$ cat config.mk
export PLATFORM = sky130hd
export DESIGN_NAME = cmt_timer
export DESIGN_NICKNAME = d
export VERILOG_FILES = /design/src/rtl/cmt_pkg.sv /design/src/rtl/cmt_ctrl.sv /design/src/rtl/cmt_count_core.sv /design/src/rtl/cmt_flags.sv /design/src/rtl/cmt_timer.sv
export SDC_FILE = /design/constraint.sdc
export NUM_CORES = 1
export LEC_CHECK = 0
export ABC_CLOCK_PERIOD_IN_PS = 6100
export BUFFER_PORTS_ARGS = -buffer_cell sky130_fd_sc_hd__buf_2
export CORE_UTILIZATION = 25
export DETAILED_ROUTE_END_ITERATION = 8
export PLACE_DENSITY_LB_ADDON = 0.05
export SKIP_CTS_REPAIR_TIMING = 1
export SYNTH_ARGS = -nofsm -noshare
export SYNTH_HDL_FRONTEND = slang
export SYNTH_SLANG_ARGS = --single-unit
$ cat constraint.sdc
create_clock -name clk -period 6.1 [get_ports clk]
set_input_delay 0.61 -clock clk [delete_from_list [all_inputs] [get_ports clk]]
set_output_delay 0.61 -clock clk [all_outputs]
set_load 0.05 [all_outputs]
$ cat src/rtl/cmt_pkg.sv
package cmt_pkg;
   typedef enum logic [1:0] {
      SEL_COUNT   = 2'd0,
      SEL_CMP     = 2'd1,
      SEL_CTRL    = 2'd2,
      SEL_FLAGCLR = 2'd3
   } reg_sel_e;

   localparam int CTL_RUN   = 0;
   localparam int CTL_CLR   = 1;
   localparam int CTL_SHOT  = 2;

   localparam int FLG_MATCH = 0;
   localparam int FLG_OVF   = 1;
   localparam int NUM_FLAGS = 2;
endpackage

$ cat src/rtl/cmt_ctrl.sv
module cmt_ctrl
   import cmt_pkg::*;
#(
   parameter int CNT_W = 16
) (
   input  logic             clk,
   input  logic             rst_n,
   input  logic             wr_en,
   input  logic [1:0]       wr_addr,
   input  logic [CNT_W-1:0] wr_data,
   input  logic             stop_req,
   output logic [CNT_W-1:0] cmp_val,
   output logic             run,
   output logic             clr_en,
   output logic             one_shot,
   output logic [NUM_FLAGS-1:0] flag_clr
);
   logic wr_cmp, wr_ctl, wr_fc;

   assign wr_cmp = wr_en && (wr_addr == SEL_CMP);
   assign wr_ctl = wr_en && (wr_addr == SEL_CTRL);
   assign wr_fc  = wr_en && (wr_addr == SEL_FLAGCLR);
   assign flag_clr = wr_fc ? wr_data[NUM_FLAGS-1:0] : '0;

   always_ff @(posedge clk or negedge rst_n) begin
      if (!rst_n) begin
         cmp_val  <= '1;
         run      <= 1'b0;
         clr_en   <= 1'b0;
         one_shot <= 1'b0;
      end else begin
         if (wr_cmp) cmp_val <= wr_data;
         if (wr_ctl) begin
            run      <= wr_data[CTL_RUN];
            clr_en   <= wr_data[CTL_CLR];
            one_shot <= wr_data[CTL_SHOT];
         end else if (stop_req) begin
            run <= 1'b0;
         end
      end
   end
endmodule

$ cat src/rtl/cmt_count_core.sv
module cmt_count_core #(
   parameter int CNT_W = 16
) (
   input  logic             clk,
   input  logic             rst_n,
   input  logic             tick,
   input  logic             run,
   input  logic             clr_en,
   input  logic             one_shot,
   input  logic             load,
   input  logic [CNT_W-1:0] load_val,
   input  logic [CNT_W-1:0] cmp_val,
   output logic [CNT_W-1:0] count,
   output logic             match_pulse,
   output logic             hit_ev,
   output logic             ovf_ev,
   output logic             clr_pend,
   output logic             stop_req
);
   localparam logic [CNT_W-1:0] TOP_VAL = '1;

   logic [CNT_W-1:0] cnt_q, cnt_nx;
   logic             pend_q, match_q, upd;

   assign upd = tick && run && !load;

   always_comb begin
      cnt_nx = cnt_q;
      if (load)
         cnt_nx = load_val;
      else if (upd)
         cnt_nx = pend_q ? '0 : cnt_q + 1'b1;
   end

   assign stop_req = upd && pend_q && one_shot;
   assign hit_ev   = upd && !stop_req && (cnt_nx == cmp_val);
   assign ovf_ev   = upd && !pend_q && (cnt_q == TOP_VAL) && !hit_ev;

   always_ff @(posedge clk or negedge rst_n) begin
      if (!rst_n) begin
         cnt_q   <= '0;
         pend_q  <= 1'b0;
         match_q <= 1'b0;
      end else begin
         cnt_q   <= cnt_nx;
         match_q <= hit_ev;
         if (load)
            pend_q <= 1'b0;
         else if (hit_ev && (clr_en || one_shot))
            pend_q <= 1'b1;
         else if (upd)
            pend_q <= 1'b0;
      end
   end

   assign count       = cnt_q;
   assign match_pulse = match_q;
   assign clr_pend    = pend_q;
endmodule

$ cat src/rtl/cmt_flags.sv
module cmt_flags #(
   parameter int N        = 2,
   parameter bit SET_WINS = 1'b1
) (
   input  logic         clk,
   input  logic         rst_n,
   input  logic [N-1:0] set,
   input  logic [N-1:0] clr,
   output logic [N-1:0] flags
);
   for (genvar i = 0; i < N; i++) begin : g_flag
      logic f_q;
      if (SET_WINS) begin : g_setw
         always_ff @(posedge clk or negedge rst_n) begin
            if (!rst_n)      f_q <= 1'b0;
            else if (set[i]) f_q <= 1'b1;
            else if (clr[i]) f_q <= 1'b0;
         end
      end else begin : g_clrw
         always_ff @(posedge clk or negedge rst_n) begin
            if (!rst_n)      f_q <= 1'b0;
            else if (clr[i]) f_q <= 1'b0;
            else if (set[i]) f_q <= 1'b1;
         end
      end
      assign flags[i] = f_q;
   end
endmodule

$ cat src/rtl/cmt_timer.sv
module cmt_timer
   import cmt_pkg::*;
#(
   parameter int CNT_W    = 16,
   parameter bit SET_WINS = 1'b1
) (
   input  logic             clk,
   input  logic             rst_n,
   input  logic             tick,
   input  logic             wr_en,
   input  logic [1:0]       wr_addr,
   input  logic [CNT_W-1:0] wr_data,
   output logic [CNT_W-1:0] count,
   output logic             match_pulse,
   output logic             match_flag,
   output logic             ovf_flag,
   output logic             running
);
   if (CNT_W < 4) begin : g_bad_width
      $error("cmt_timer: CNT_W must be at least 4");
   end

   logic [CNT_W-1:0]     cmp_val;
   logic                 run, clr_en, one_shot, load;
   logic                 hit_ev, ovf_ev, clr_pend, stop_req;
   logic [NUM_FLAGS-1:0] flag_set, flag_clr, flag_q;

   assign load = wr_en && (wr_addr == SEL_COUNT);

   cmt_ctrl #(.CNT_W(CNT_W)) u_ctrl (
      .clk(clk), .rst_n(rst_n), .wr_en(wr_en), .wr_addr(wr_addr),
      .wr_data(wr_data), .stop_req(stop_req), .cmp_val(cmp_val),
      .run(run), .clr_en(clr_en), .one_shot(one_shot), .flag_clr(flag_clr)
   );

   cmt_count_core #(.CNT_W(CNT_W)) u_core (
      .clk(clk), .rst_n(rst_n), .tick(tick), .run(run), .clr_en(clr_en),
      .one_shot(one_shot), .load(load), .load_val(wr_data),
      .cmp_val(cmp_val), .count(count), .match_pulse(match_pulse),
      .hit_ev(hit_ev), .ovf_ev(ovf_ev), .clr_pend(clr_pend),
      .stop_req(stop_req)
   );

   always_comb begin
      flag_set            = '0;
      flag_set[FLG_MATCH] = hit_ev;
      flag_set[FLG_OVF]   = ovf_ev;
   end

   cmt_flags #(.N(NUM_FLAGS), .SET_WINS(SET_WINS)) u_flags (
      .clk(clk), .rst_n(rst_n), .set(flag_set), .clr(flag_clr), .flags(flag_q)
   );

   assign match_flag = flag_q[FLG_MATCH];
   assign ovf_flag   = flag_q[FLG_OVF];
   assign running    = run;
endmodule

==> results of run 1 <==
## metrics by stage
stage,std cells,util,hold slack (ns)
global route,443,0.3020,0.5137
detailed placement,435,0.2899,0.4667
floorplan,280,-,0.3144
CTS,443,0.3020,0.4891
finish,443,0.3020,0.4532
global placement,435,0.2899,0.4629
## Yosys cell counts (2+ instances only)
master    number
and4_1         2
a211oi_1       4
clkbuf_1      14
nand2_1       22
nand3b_1       6
a21oi_1       14
dfrtp_1       23
o21ba_2        2
o41ai_1        3
nor3_1         5
nand4_1        7
o21a_1         2
buf_1          2
or3_1          4
xnor2_1        6
o21ai_0       23
buf_2          3
dfstp_2       16
xor2_1         6
or3b_2         2
o211ai_1       3
mux2i_1        2
a31oi_1        4
nor3b_1        2
nor4_1        11
a21boi_0       2
and2_1         6
nor2_1        13
or4_1          4
mux2_2        15
or4_4          2
inv_1          3
o311ai_0       2
nand3_1       14
a311oi_1       2
o31ai_1        3
nand2b_1       4
and3_1         5
nand4b_1       2
## how the worst max path moves through the flow
stage | startpoint | endpoint | slack, ns | cells past startpoint
after floorplan | u_core.count[0]$_DFF_PN0_ | u_core.clr_pend$_DFFE_PN0P_ | 2.88 | 10
after global routing | u_core.count[0]$_DFF_PN0_ | u_flags.g_flag[1].f_q$_DFFE_PN0P_ | 2.55 | 9
after global placement | wr_addr[0] | u_flags.g_flag[1].f_q$_DFFE_PN0P_ | 2.66 | 8
after CTS | u_core.count[0]$_DFF_PN0_ | u_flags.g_flag[1].f_q$_DFFE_PN0P_ | 2.76 | 9
after detailed placement | wr_addr[0] | u_flags.g_flag[1].f_q$_DFFE_PN0P_ | 2.58 | 8
final | u_core.count[0]$_DFF_PN0_ | u_flags.g_flag[1].f_q$_DFFE_PN0P_ | 2.72 | 9
## cell type report
type,instances,area share
inverters,3,0.003815
multi-input cells,218,0.4905
well taps,133,0.05638
repair buffers,42,0.07206
clock inverters,2,0.01187
flip-flops and latches,39,0.3374
clock buffers,6,0.02798
## power by group through the flow
stage / logic [W] / registers [W] / clock network [W]
6_report: 0.000326 / 0.000403 / 0.000235
5_1_grt: 0.000355 / 0.000412 / 0.000251
4_1_cts: 0.000329 / 0.000403 / 0.000246
3_5_place_dp: 0.000328 / 0.000407 / 0
3_3_place_gp: 0.000331 / 0.000407 / 0
2_1_floorplan: 0.000173 / 0.000452 / 0
## cells by family after synthesis
| group | synth area share |
|---|---|
| and+or+nand+nor | 0.2638 |
| adders and majority gates | 0.004940 |
| muxes | 0.07460 |
| buffers and inverters | 0.03706 |
| xor gates and xnor gates | 0.04150 |
| AOI/OAI and AO/OA | 0.1848 |
| DFF | 0.3933 |
## registers in the layout, summed over array words and instances (netlist names)
name and flops:
u_core.count 16, u_core.match_pulse 1, u_ctrl.cmp_val 16, u_core.clr_pend 1, u_flags.g_flag.f_q 2, u_ctrl.one_shot 1, u_ctrl.run 1, u_ctrl.clr_en 1
## layer usage
layer / global-route usage / up-vias
met4: 0.05934 / 0
met5: 0 / -
met1: 0.2498 / 1152
met3: 0.03186 / 16
met2: 0.2549 / 60
li1: - / 1122
==> results.md, run 1 <==
## Status
* **status** finished clean

## STA
* **endpoints failing hold** 0
* **clock period minus worst slack** 3.383 ns
* **tightest slew margin relative to the limit** 0.2859
* **unrepaired setup endpoints after global routing** no
* **peak clock frequency supported by timing** 295.6 MHz
* **Post-Route Setup TNS** 0 ns
* **Final Skew** 0.005848 ns
* **share of the clock period used by the worst path after layout** 0.5545
* **Final Worst Setup Slack** 2.717 ns
* **number of max-slew violations in the final report** 0
* **final setup violation count** 0
* **transition time at the pin with the least slew margin** 1.068 ns

## Clock tree
* **buffer type at the clock tree root** clkbuf_8
* **Clock H-tree levels** 2
* **clock latency on the worst-skew pair** 0.30 ns
* **number of buffers on the longest clock path** 2
* **TritonCTS clock tree** done
* **clock transition at the registers of the reported paths** 0.08 ns
* **clock tree sinks** 39
* **TritonCTS Buffers** 5

## Critical path
* **crit path cell chain** ha_1 -> nand3_2 -> or4_4 -> or4_4 -> and2_4 -> a311oi_1 -> nand4b_1 -> nor3_2 -> o41ai_1
* **critical path data arrival time** 3.56 ns
* **critical path start-end classification** reg -> reg
* **crit end category** flip-flop
* **cell type of the slowest stage on the worst timing path** or4_4
* **endpoint required time on the critical path** 6.28 ns
* **Register-to-Register Setup Slack** 2.72 ns
* **launch point of the worst reg-to-reg path** u_core.count[0]$_DFF_PN0_
* **delay of the slowest critical-path stage** 0.53 ns
* **Crit path buffers/inverters** 0
* **largest fanout on the critical path** 9
* **element type at the critical path start** flip-flop
* **delay-heaviest family, CP** simple AND/OR/NAND/NOR gates
* **cell repeated most along the worst path** or4_4
* **number of cells on the worst reg-to-reg path** 9
* **r2r endpoint** u_flags.g_flag[1].f_q$_DFFE_PN0P_

## Logic synthesis
* **top post-synthesis cells by area** dfrtp_1 (23%), dfstp_2 (17%), mux2_2 (6.7%)
* **cell area after synthesis** 2532 um2
* **synthesized netlist cell count** 280
* **number of enable-type register cells in the synthesized netlist** 0
* **area share of the largest cell type after synthesis** 0.2273
* **top flip-flop cell by instance count after synthesis** dfrtp_1
* **Distinct cells, synth** 54
* **average cell area after synthesis** 9.044 um2
* **sequential fraction of the synthesis area** 0.3933
* **yosys synthesis warning count** 0
* **FFs w/ async S/R, synth** 1.000
* **Post-Syn Nets** 303
* **Synth Register Bits** 39
* **post-synthesis cell type with the largest combined area** dfrtp_1

## Detailed routing
* **met2 layer wire length in the routed design** 3591 um
* **total routed wirelength** 8393 um
* **top layer reached by signal wires** met4
* **vias per cell** 5.305
* **1st-pass router iterations** 4
* **Met1 Routed Length** 4220 um
* **routed vias** 2,350
* **Final ANT Viol Nets** 0
* **remaining design rule violation count** 0
* **average routed wire per standard cell** 18.95 um
* **drt first-iter violations** 68
* **met3 routed wirelength** 403 um

## Place
* **placer congestion estimate** 0.7884
* **worst slack after detailed placement** 2.577 ns
* **Cell Area, Placed** 2834 um2
* **buffers added on ports** 41
* **total half-perimeter wirelength after legalization and detailed placement** 6042 um

## GRT
* **antenna violations before repair** 0
* **Congestion Overflow GR** 0
* **maximum number of pins on one net before global-route repair** 40
* **global-route wire length before repair** 13,460 um
* **global-route usage over all layers** 0.1723
* **vias in the first global route** 2,405

## Die
* **overall die height** 102.6 um
* **number of core rows** 36
* **count of pins on the block boundary** 42
* **area of the die** 10,540 um2
* **starting density of the core** 0.2591
* **die width** 102.6 um
* **area of the core** 9774 um2

## Min path
* **classification of the worst-slack hold path** in -> async

## Final layout
* **multi-input gate area in the final layout** 1448 um2
* **FF/Latch Area** 996.0 um2
* **share of final-layout standard cells stronger than drive strength 1** 0.2968
* **most frequent cells in the layout** buf_2 (41), o21ai_0 (23), dfrtp_1 (23)
* **most common cell after layout, fill and taps aside** buf_2
* **Area Overhead vs Synth** 16.55%
* **filler instances** 1,053
* **Design Area, Final** 2952 um2
* **diodes inserted** 0
* **post-layout net count** 332

## Power and ir drop
* **sequential share of power** 0.418
* **clock share of power** 0.244
* **Pwr per Cell Area** 326.5 nW/um2
* **combinational share of power** 0.338
* **Switching Fraction** 0.4158
* **Cell Int Power** 0.0005630 W
* **switching power** 0.0004007 W
* **maximum vdd drop** 108.6 uV
* **overall power of the completed layout** 0.0009638 W
* **static leakage power** 1.126 nW

## Run
* **maximum capacitance violations** 0

Power figures use the tool's default switching activity.
==> inputs of run 2 (changes only) <==
Settings changed: ABC_AREA set to 1, ABC_CLOCK_PERIOD_IN_PS 6100 to 2700.
Clock period 6.1 ns to 2.7 ns, I/O delays scaled along.
==> results.md, run 2 <==
## Status
* **status** finished clean

## Die
* **number of core rows** 35, -2.8%
* **area of the core** 9240 um2, -5.5%
* **starting density of the core** 0.2574, -0.001675
* **die width** 99.54 um, -3.0%
* **overall die height** 99.54 um, -3.0%
* **area of the die** 9908 um2, -6.0%
* **count of pins on the block boundary** 42, unchanged

## Clock tree
* **clock latency on the worst-skew pair** 0.29 ns, about the same
* **TritonCTS clock tree** done
* **Clock H-tree levels** 2, unchanged
* **clock tree sinks** 39, unchanged
* **clock transition at the registers of the reported paths** 0.07 ns, about the same
* **TritonCTS Buffers** 5, unchanged
* **number of buffers on the longest clock path** 2, unchanged
* **buffer type at the clock tree root** clkbuf_8

## Critical path
* **start point of the critical path** u_ctrl.run$_DFFE_PN0P_
* **crit end category** flip-flop
* **element type at the critical path start** flip-flop
* **largest fanout on the critical path** 6, -3
* **critical path data arrival time** 2.37 ns, -1.19 ns
* **delay of the slowest critical-path stage** 0.40 ns, -0.13 ns
* **Register-to-Register Setup Slack** 0.51 ns, -2.21 ns
* **endpoint required time on the critical path** 2.88 ns, -3.40 ns
* **number of cells on the worst reg-to-reg path** 15, +6
* **cell repeated most along the worst path** nand2_1
* **r2r endpoint** u_flags.g_flag[1].f_q$_DFFE_PN0P_
* **critical path start-end classification** reg -> reg
* **cell type of the slowest stage on the worst timing path** dfrtp_1
* **crit path cell chain** nand2_2 -> inv_2 -> nand2_2 -> nor2_4 -> nand2_1 -> nor2_1 -> nand2_1 -> nand3_1 -> nand2_1 -> nand2_1 -> nand3_1 -> nor2_1 -> nand2_1 -> nand2_1 -> nand2_1
* **launch point of the worst reg-to-reg path** u_ctrl.run$_DFFE_PN0P_

## STA
* **Post-Route Setup TNS** 0 ns, unchanged
* **final hold slack** 0.1232 ns, -0.3300 ns
* **number of max-slew violations in the final report** 0, unchanged
* **tightest slew margin relative to the limit** 0.3590, +0.07313
* **endpoints failing hold** 0, unchanged
* **peak clock frequency supported by timing** 457.0 MHz, +55%
* **Final Skew** 0.008459 ns, +0.002611 ns
* **unrepaired setup endpoints after global routing** no
* **share of the clock period used by the worst path after layout** 0.8104, +0.2559
* **clock period minus worst slack** 2.188 ns, -1.195 ns
* **transition time at the pin with the least slew margin** 0.9615 ns, -0.1065 ns
* **final setup violation count** 0, unchanged

## Power and ir drop
* **static leakage power** 1.467 nW, +30%
* **Pwr per Cell Area** 689.5 nW/um2, +110%
* **combinational share of power** 0.361, +0.023
* **overall power of the completed layout** 0.001942 W, +100%
* **Cell Int Power** 0.001115 W, +98%
* **sequential share of power** 0.420, +0.002
* **switching power** 0.0008266 W, +110%
* **clock share of power** 0.219, -0.025
* **maximum vdd drop** 217.1 uV, +100%
* **Switching Fraction** 0.4256, +0.009828

## Logic synthesis
* **Post-Syn Nets** 364, +20%
* **number of enable-type register cells in the synthesized netlist** 0, unchanged
* **top flip-flop cell by instance count after synthesis** dfrtp_1
* **sequential fraction of the synthesis area** 0.4187, +0.02545
* **leading cell type by number of instances after synthesis** nand2_1
* **average cell area after synthesis** 6.975 um2, -23%
* **cell area after synthesis** 2379 um2, -6.1%
* **top post-synthesis cells by area** dfrtp_1 (24%), nand2_1 (19%), dfstp_2 (18%)
* **Distinct cells, synth** 27, -50%
* **area share of the largest cell type after synthesis** 0.2420, +0.01471
* **yosys synthesis warning count** 0, unchanged
* **synthesized netlist cell count** 341, +22%
* **Synth Register Bits** 39, unchanged
* **most instantiated cells after synthesis** nand2_1 (121), inv_1 (39), nand3_1 (38)
* **post-synthesis cell type with the largest combined area** dfrtp_1
* **FFs w/ async S/R, synth** 1.000, unchanged

## GRT
* **global-route usage over all layers** 0.1555, -0.01677
* **Congestion Overflow GR** 0, unchanged
* **global-route wire length before repair** 11,680 um, -13%
* **maximum number of pins on one net before global-route repair** 40, unchanged
* **antenna violations before repair** 0, unchanged
* **vias in the first global route** 2,245, -6.7%

## Place
* **buffers added on ports** 41, unchanged
* **placer congestion estimate** 0.8011, +1.6%
* **total half-perimeter wirelength after legalization and detailed placement** 5297 um, -12%

## Run
* **maximum capacitance violations** 0, unchanged

## Detailed routing
* **vias per cell** 4.298, -19%
* **1st-pass router iterations** 4, unchanged
* **average routed wire per standard cell** 13.56 um, -28%
* **Final ANT Viol Nets** 0, unchanged
* **routed vias** 2,218, -5.6%
* **remaining design rule violation count** 0, unchanged
* **drt first-iter violations** 100, +47%
* **total routed wirelength** 6995 um, -17%

## Final layout
* **most frequent cells in the layout** nand2_1 (121), buf_2 (41), inv_1 (39)
* **diodes inserted** 0, unchanged
* **Area Overhead vs Synth** 18.41%
* **share of final-layout standard cells stronger than drive strength 1** 0.2326, -0.06422
* **most common cell after layout, fill and taps aside** nand2_1
* **post-layout net count** 409, +23%

## Min path
* **classification of the worst-slack hold path** in -> async

## run 2: logic make-up (layout without fill, tap and decap cells)
family / after synthesis / in the layout / synth area share
multiplexers: 4 / 4 / 0.01894
buffers and inverters: 48 / 94 / 0.08417
adder cells (fa/ha/maj): 1 / 1 / 0.005260
AND/OR/NAND/NOR: 221 / 221 / 0.4066
AO/OA/AOI/OAI: 28 / 28 / 0.06628
flip-flops: 39 / 39 / 0.4187
## run 2: worst max-delay path, delay by kind of cell, from the launching register on
kind	cells	cell delay, ns
AND/OR/NAND/NOR	14	1.53
flip-flops	1	0.40
buffers and inverters	1	0.14
## run 2: through the flow
step / cell area (um2) / utilization / setup slack, ns / instances
final: 2816 / 0.3048 / 0.5118 / 516
after global routing: 2816 / 0.3048 / 0.1739 / 516
after CTS: 2816 / 0.3048 / 0.4756 / 516
after detailed placement: 2725 / 0.2949 / 0.2929 / 508
after global placement: 2725 / 0.2949 / 0.3290 / 508
after floorplan: 2379 / - / 0.5138 / 341
## run 2: area by class of cell
class                      instances  area [um2]
tap                              129       161.4
fill                            1036        6424
inverter                          42       157.7
clock inverter                     1       5.005
sequential                        39       996.0
multi-input combinational        254        1182
clock buffer                       7       86.33
timing repair buffer              44       227.7
## run 2: power by group through the flow
stage          sequential [W]  combinational, W  clock, W
2_1_floorplan        0.000989          0.000331         0
3_3_place_gp         0.000825          0.000716         0
3_5_place_dp         0.000826          0.000712         0
4_1_cts              0.000815          0.000713  0.000451
5_1_grt              0.000831          0.000795  0.000474
6_report             0.000815          0.000702  0.000425
## run 2: how the worst max path moves through the flow
stage                                              endpoint  cells after the start
after floorplan           u_flags.g_flag[1].f_q$_DFFE_PN0P_                     16
after CTS                 u_flags.g_flag[1].f_q$_DFFE_PN0P_                     15
after global routing      u_flags.g_flag[1].f_q$_DFFE_PN0P_                     15
after detailed placement  u_flags.g_flag[1].f_q$_DFFE_PN0P_                     15
after global placement    u_flags.g_flag[1].f_q$_DFFE_PN0P_                     15
final                     u_flags.g_flag[1].f_q$_DFFE_PN0P_                     15
## run 2: routing by layer
layer | wire length, um | track usage | part of all wire | vias up
li1 | - | - | - | 1166
met1 | 3419 | 0.2099 | 0.49 | 1005
met2 | 3280 | 0.2601 | 0.47 | 42
met3 | 235 | 0.02460 | 0.034 | 5
met4 | 60 | 0.03733 | 0.0086 | 0
met5 | 0 | 0 | 0 | -
